### src/rtl/lineDrvPkg.sv
package lineDrvPkg;

  typedef enum logic [2:0] {
    ST_RX,
    ST_TX,
    ST_WAKE,
    ST_FAULT,
    ST_THERM
  } drvState_e;

  // strobes from control to datapath
  typedef struct packed {
    logic drvOn;
    logic wakeAct;
    logic faultAct;
    logic cntRun;
  } ctrlStrobe_t;

  // synchronized conditions from datapath to control
  typedef struct packed {
    logic en;
    logic lim;
    logic tsd;
    logic hot;
    logic reachMin;
    logic reachMax;
    logic lineOpp;
  } dpStatus_t;

endpackage

### src/rtl/lineDrvSync.sv
module lineDrvSync #(
  parameter int WIDTH = 1,
  parameter int DEPTH = 2,
  parameter logic [WIDTH-1:0] RST_VAL = '0
) (
  input  logic             clk,
  input  logic             rstN,
  input  logic [WIDTH-1:0] din,
  output logic [WIDTH-1:0] dout
);
  logic [WIDTH-1:0] stages [DEPTH];

  for (genvar s = 0; s < DEPTH; s++) begin : g_stage
    if (s == 0) begin : g_first
      always_ff @(posedge clk) begin
        if (!rstN) stages[s] <= RST_VAL;
        else       stages[s] <= din;
      end
    end else begin : g_next
      always_ff @(posedge clk) begin
        if (!rstN) stages[s] <= RST_VAL;
        else       stages[s] <= stages[s-1];
      end
    end
  end

  assign dout = stages[DEPTH-1];
endmodule

### src/rtl/lineDrvDatapath.sv
module lineDrvDatapath
  import lineDrvPkg::*;
#(
  parameter int WAKE_MIN_CYC = 3000,
  parameter int WAKE_MAX_CYC = 5000,
  parameter int SYNC_DEPTH   = 2
) (
  input  logic        clk,
  input  logic        rstN,
  input  logic        enIn,
  input  logic        txIn,
  input  logic        curLimIn,
  input  logic        lineHighIn,
  input  logic        overTempIn,
  input  logic        tempWarnIn,
  input  logic        tempHotIn,
  input  ctrlStrobe_t strobe,
  output dpStatus_t   status,
  output logic        hsOn,
  output logic        lsOn,
  output logic        wakeDrvN,
  output logic        wakeRelZ,
  output logic        curOkDrvN,
  output logic        curOkRelZ,
  output logic        tempOkDrvN,
  output logic        tempOkRelZ
);
  localparam int NUM_IN = 7;
  localparam int CW     = $clog2(WAKE_MAX_CYC + 1);
  localparam logic [CW-1:0] MIN_VAL = CW'(WAKE_MIN_CYC);
  localparam logic [CW-1:0] MAX_VAL = CW'(WAKE_MAX_CYC);
  // bit order: en, tx, lim, line, tsd, warn, hot; tx resets high (sinking side)
  localparam logic [NUM_IN-1:0] SYNC_RST = 7'b0100000;

  logic [NUM_IN-1:0] rawIn, syncIn;
  logic enS, txS, limS, lineS, tsdS, warnS, hotS;
  logic [CW-1:0] limCnt;
  logic oppLast;
  logic tempLow;

  assign rawIn = {enIn, txIn, curLimIn, lineHighIn, overTempIn, tempWarnIn, tempHotIn};

  lineDrvSync #(.WIDTH(NUM_IN), .DEPTH(SYNC_DEPTH), .RST_VAL(SYNC_RST)) u_sync (
    .clk  (clk),
    .rstN (rstN),
    .din  (rawIn),
    .dout (syncIn)
  );

  assign {enS, txS, limS, lineS, tsdS, warnS, hotS} = syncIn;

  // duration of the current episode, saturating at the upper window edge
  always_ff @(posedge clk) begin
    if (!rstN || !strobe.cntRun || !limS) limCnt <= '0;
    else if (limCnt != MAX_VAL)           limCnt <= limCnt + 1'b1;
  end

  // line opposite to driven level: driving high when tx = 0, so opposite line = tx
  always_ff @(posedge clk) begin
    if (!rstN)     oppLast <= 1'b0;
    else if (limS) oppLast <= (lineS == txS);
  end

  // temperature flag with hysteresis between warning and re-enable levels
  always_ff @(posedge clk) begin
    if (!rstN)               tempLow <= 1'b0;
    else if (warnS || tsdS)  tempLow <= 1'b1;
    else if (!hotS)          tempLow <= 1'b0;
  end

  always_comb begin
    status.en       = enS;
    status.lim      = limS;
    status.tsd      = tsdS;
    status.hot      = hotS;
    status.reachMin = (limCnt >= MIN_VAL);
    status.reachMax = (limCnt == MAX_VAL);
    status.lineOpp  = oppLast;
  end

  assign hsOn       = strobe.drvOn & ~txS;
  assign lsOn       = strobe.drvOn &  txS;
  assign wakeDrvN   = ~strobe.wakeAct;
  assign wakeRelZ   = ~strobe.wakeAct;
  assign curOkDrvN  = ~strobe.faultAct;
  assign curOkRelZ  = ~strobe.faultAct;
  assign tempOkDrvN = ~tempLow;
  assign tempOkRelZ = ~tempLow;
endmodule

### src/rtl/lineDrvCtrl.sv
module lineDrvCtrl
  import lineDrvPkg::*;
(
  input  logic        clk,
  input  logic        rstN,
  input  dpStatus_t   status,
  output ctrlStrobe_t strobe
);
  drvState_e state, stateNxt;

  always_comb begin
    stateNxt = state;
    if (status.tsd) begin
      stateNxt = ST_THERM;
    end else begin
      unique case (state)
        ST_RX:    if (status.en) stateNxt = ST_TX;
        ST_TX: begin
          if (!status.en)                             stateNxt = ST_RX;
          else if (status.lim && status.reachMax)     stateNxt = ST_FAULT;
          else if (!status.lim && status.reachMin && status.lineOpp)
                                                      stateNxt = ST_WAKE;
        end
        ST_WAKE:  if (!status.en) stateNxt = ST_RX;
        ST_FAULT: begin
          if (!status.en)       stateNxt = ST_RX;
          else if (!status.lim) stateNxt = ST_TX;
        end
        ST_THERM: if (!status.hot) stateNxt = status.en ? ST_TX : ST_RX;
        default:  stateNxt = ST_RX;
      endcase
    end
  end

  always_ff @(posedge clk) begin
    if (!rstN) state <= ST_RX;
    else       state <= stateNxt;
  end

  always_comb begin
    strobe.drvOn    = (state == ST_TX) || (state == ST_WAKE) || (state == ST_FAULT);
    strobe.wakeAct  = (state == ST_WAKE);
    strobe.faultAct = (state == ST_FAULT);
    strobe.cntRun   = (state == ST_TX);
  end
endmodule

### src/rtl/lineDrvSupervisor.sv
module lineDrvSupervisor
  import lineDrvPkg::*;
#(
  parameter int WAKE_MIN_CYC = 3000,
  parameter int WAKE_MAX_CYC = 5000,
  parameter int SYNC_DEPTH   = 2
) (
  input  logic clk,
  input  logic rstN,
  input  logic enIn,
  input  logic txIn,
  input  logic curLimIn,
  input  logic lineHighIn,
  input  logic overTempIn,
  input  logic tempWarnIn,
  input  logic tempHotIn,
  output logic hsOn,
  output logic lsOn,
  output logic wakeDrvN,
  output logic wakeRelZ,
  output logic curOkDrvN,
  output logic curOkRelZ,
  output logic tempOkDrvN,
  output logic tempOkRelZ
);
  ctrlStrobe_t strobe;
  dpStatus_t   status;

  lineDrvCtrl u_ctrl (
    .clk    (clk),
    .rstN   (rstN),
    .status (status),
    .strobe (strobe)
  );

  lineDrvDatapath #(
    .WAKE_MIN_CYC (WAKE_MIN_CYC),
    .WAKE_MAX_CYC (WAKE_MAX_CYC),
    .SYNC_DEPTH   (SYNC_DEPTH)
  ) u_dp (
    .clk        (clk),
    .rstN       (rstN),
    .enIn       (enIn),
    .txIn       (txIn),
    .curLimIn   (curLimIn),
    .lineHighIn (lineHighIn),
    .overTempIn (overTempIn),
    .tempWarnIn (tempWarnIn),
    .tempHotIn  (tempHotIn),
    .strobe     (strobe),
    .status     (status),
    .hsOn       (hsOn),
    .lsOn       (lsOn),
    .wakeDrvN   (wakeDrvN),
    .wakeRelZ   (wakeRelZ),
    .curOkDrvN  (curOkDrvN),
    .curOkRelZ  (curOkRelZ),
    .tempOkDrvN (tempOkDrvN),
    .tempOkRelZ (tempOkRelZ)
  );
endmodule

### config.mk
export PLATFORM = sky130hd
export DESIGN_NAME = lineDrvSupervisor
export DESIGN_NICKNAME = d
export VERILOG_FILES = /design/src/rtl/lineDrvPkg.sv /design/src/rtl/lineDrvSync.sv /design/src/rtl/lineDrvDatapath.sv /design/src/rtl/lineDrvCtrl.sv /design/src/rtl/lineDrvSupervisor.sv
export SDC_FILE = /design/constraint.sdc
export NUM_CORES = 1
export LEC_CHECK = 0
export ABC_AREA = 0
export BUFFER_PORTS_ARGS = -buffer_cell sky130_fd_sc_hd__buf_2
export CAP_MARGIN = 15
export CORE_MARGIN = 4
export CORE_UTILIZATION = 55
export CTS_BUF_LIST = sky130_fd_sc_hd__clkbuf_8 sky130_fd_sc_hd__clkbuf_16
export CTS_CLUSTER_SIZE = 16
export DETAILED_ROUTE_END_ITERATION = 8
export PLACE_DENSITY = 0.77
export REMOVE_ABC_BUFFERS = 1
export SLEW_MARGIN = 15
export SYNTH_ARGS = -nofsm -noshare
export SYNTH_HDL_FRONTEND = slang
export SYNTH_SLANG_ARGS = --single-unit
### constraint.sdc
create_clock -name clk -period 2.16 [get_ports clk]
set_input_delay 0.324 -clock clk [delete_from_list [all_inputs] [get_ports clk]]
set_output_delay 0.324 -clock clk [all_outputs]
set_load 0.1 [all_outputs]
==> impl_metrics.toml <==
[critical_path]
startpoint_type = "flip-flop"
worst_ep_required_time_ps = 2310
cpMaxStageDelayCell = "or4_1"
rrSetupSlack_ps = 310
max_stage_delay_ps = 580
critPathArrivalTime_ps = 2000
cp_cell_sequence = "or4b_1, or4_1, mux2i_1, nor2_1"
critPathMaxFanout = 7
crit_path_end_kind = "flip-flop"
timing.critical_path.buf_inv = 0
cpLargestDelayFamily = "simple AND/OR/NAND/NOR gates"
critPathKind = "reg2reg"

[placed_design]
place.port_buffers = 16
dp_hpwl_microns = 1530
placedCellCount = 176
gp_congestion = 0.826

[route]
routed_wirelength_microns = 2190
vias_per_cell = 5.29
dr.first_iter.drc_count = 19
drc = 0
ant_nets = 0
num_vias = 973
post_drt_wl_per_cell_microns = 11.9
firstDrtPassIters = 4

[clocking]
cts_tree = "built"
clkLatencyLatePin_ps = 280
numClockSinks = 32
path_clk_slew_ps = 60
cts_max_path_buffers = 2
htree_levels = 2
clockRootBuffer = "clkbuf_8"
cts_hold_buf = 0
post-cts-setup-buffer-count = 0
cts_buffers = 5
cts_resized = 0

[run]
maxCapViolations = 0

[logic_synthesis]
ys_ff_latch = 32
yosysWarnings = 0
synth_seq_area_share_pct = 50.0
avgSynthCellArea_sq_um = 9.16
ys_types = 33
synth_edf_count = 0
netlist_area_sq_mm = 0.00128
ys.flop_type = "dfxtp_1"
async_flop_share_pct = 0
synth_cells = 140

[grt]
grt_pass1_wl_microns = 3730
track_usage_pct = 15.1
antenna_found_initial = 0
grt_pass1_vias = 909
overflow = 0
grt_max_degree = 20

[worst_hold_path]
hold_path.class = "in2reg"

[power_and_ir_drop]
leakage_nw = 0.502
pwr_density_cell_mw_per_mm2 = 774
irDropWorstVdd_mv = 0.516

[die]
die_w_microns = 56.3
start_util_pct = 58.0
die_h_microns = 56.3
core-area_sq_mm = 0.00221
dieArea_sq_mm = 0.00317
rows = 17
ios = 17

[layout]
fin_util_pct = 65.4
area_growth_pct = 12.9
diodes = 0
mostFrequentLayoutCells = "dfxtp_1, buf_2, and2_1"
nets = 166
drive_above_1_share_pct = 16.0
nFillCells = 181
final_common_cell = "dfxtp_1"
instances_no_fill = 184

[sta]
worstMarginPinSlew_ps = 522
hold_violations = 0
relSlewSlack_pct = 65.1
fin_crit_ps = 1850
skew_ps = 6.88
slew_violations = 0
rsz0062_at_grt = "no"
period_share_pct = 85.9
timing.fmax_mhz = 539
setup_viol = 0

[status]
outcome = "completed"
[logic make-up (layout without fill, tap and decap cells)]
family | after synthesis | count (layout) | share of synthesized area, %
AOI/OAI and AO/OA | 18 | 18 | 8.98
xor gates and xnor gates | 9 | 9 | 6.15
adders and majority gates | 2 | 2 | 1.95
buffers and inverters | 14 | 30 | 5.07
DFF | 32 | 32 | 50.0
muxes | 1 | 1 | 0.781
and+or+nand+nor | 64 | 64 | 27.1
[per-stage QoR]
stage	setup WS, ps	setup TNS, ps	total power [mW]	hold WS (ps)	cell area, sq um
after floorplan	-858	-1540	0.657	386	1240
after global placement	374	0	0.671	393	1360
after detailed placement	332	0	0.673	397	1360
after CTS	313	0	1.13	227	1450
after global routing	185	0	1.17	238	1450
final	305	0	1.12	228	1450
[state kept, by name (all words and copies together) (netlist names)]
register / flops
u_dp.tempLow: 1
u_ctrl.state: 3
u_dp.oppLast: 1
u_dp.u_sync.stages: 14
u_dp.limCnt: 13
[worst paths after layout]
| check | start | end | depth (start not counted) |
|---|---|---|---|
| setup / recovery | u_dp.limCnt[3]$_SDFFE_PP0P_ | u_dp.limCnt[1]$_SDFFE_PP0P_ | 4 |
| hold reg to reg | u_dp.u_sync.stages[0][5]$_SDFF_PN1_ | u_dp.u_sync.stages[1][5]$_SDFF_PN1_ | 1 |
| hold / removal | txIn | u_dp.u_sync.stages[0][5]$_SDFF_PN1_ | 2 |
| setup reg to reg | u_dp.limCnt[3]$_SDFFE_PP0P_ | u_dp.limCnt[1]$_SDFFE_PP0P_ | 4 |
[synthesized netlist by cell type (3+ instances only)]
| cell type | number | area, sq um |
|---|---|---|
| dfxtp_1 | 32 | 641 |
| and2_1 | 12 | 75.1 |
| nor2_1 | 11 | 41.3 |
| nand2_1 | 9 | 33.8 |
| xnor2_1 | 7 | 61.3 |
| inv_1 | 6 | 22.5 |
| nor3_1 | 6 | 30.0 |
| a21oi_1 | 5 | 25.0 |
| nand2b_1 | 5 | 31.3 |
| nand3_1 | 5 | 25.0 |
| or3_1 | 5 | 31.3 |
| clkbuf_1 | 4 | 15.0 |
| o21ai_0 | 4 | 20.0 |
| buf_4 | 3 | 22.5 |
| nand3b_1 | 3 | 22.5 |
[area by class of cell]
cell class / count / area, sq um / area share (%)
Clock inverter: 2 / 10.0 / 0.691
Clock buffer: 6 / 82.6 / 5.70
Timing Repair Buffer: 16 / 80.1 / 5.53
Tap cell: 28 / 35.0 / 2.42
Sequential cell: 32 / 641 / 44.3
Multi-Input combinational cell: 94 / 577 / 39.8
Inverter: 6 / 22.5 / 1.56
[layer usage]
metal | wire length, microns | track usage [%]
met1 | 1010 | 17.5
met4 | 36 | 8.81
met3 | 121 | 5.06
met5 | 0 | 0
met2 | 1020 | 24.2
[where the power goes]
part           switching, mW  internal, mW  leakage (nW)
Combinational         0.0295        0.0177         0.190
Clock                  0.208         0.254        0.0510
Sequential           0.00727         0.605         0.261
Power figures use the tool's default switching activity.
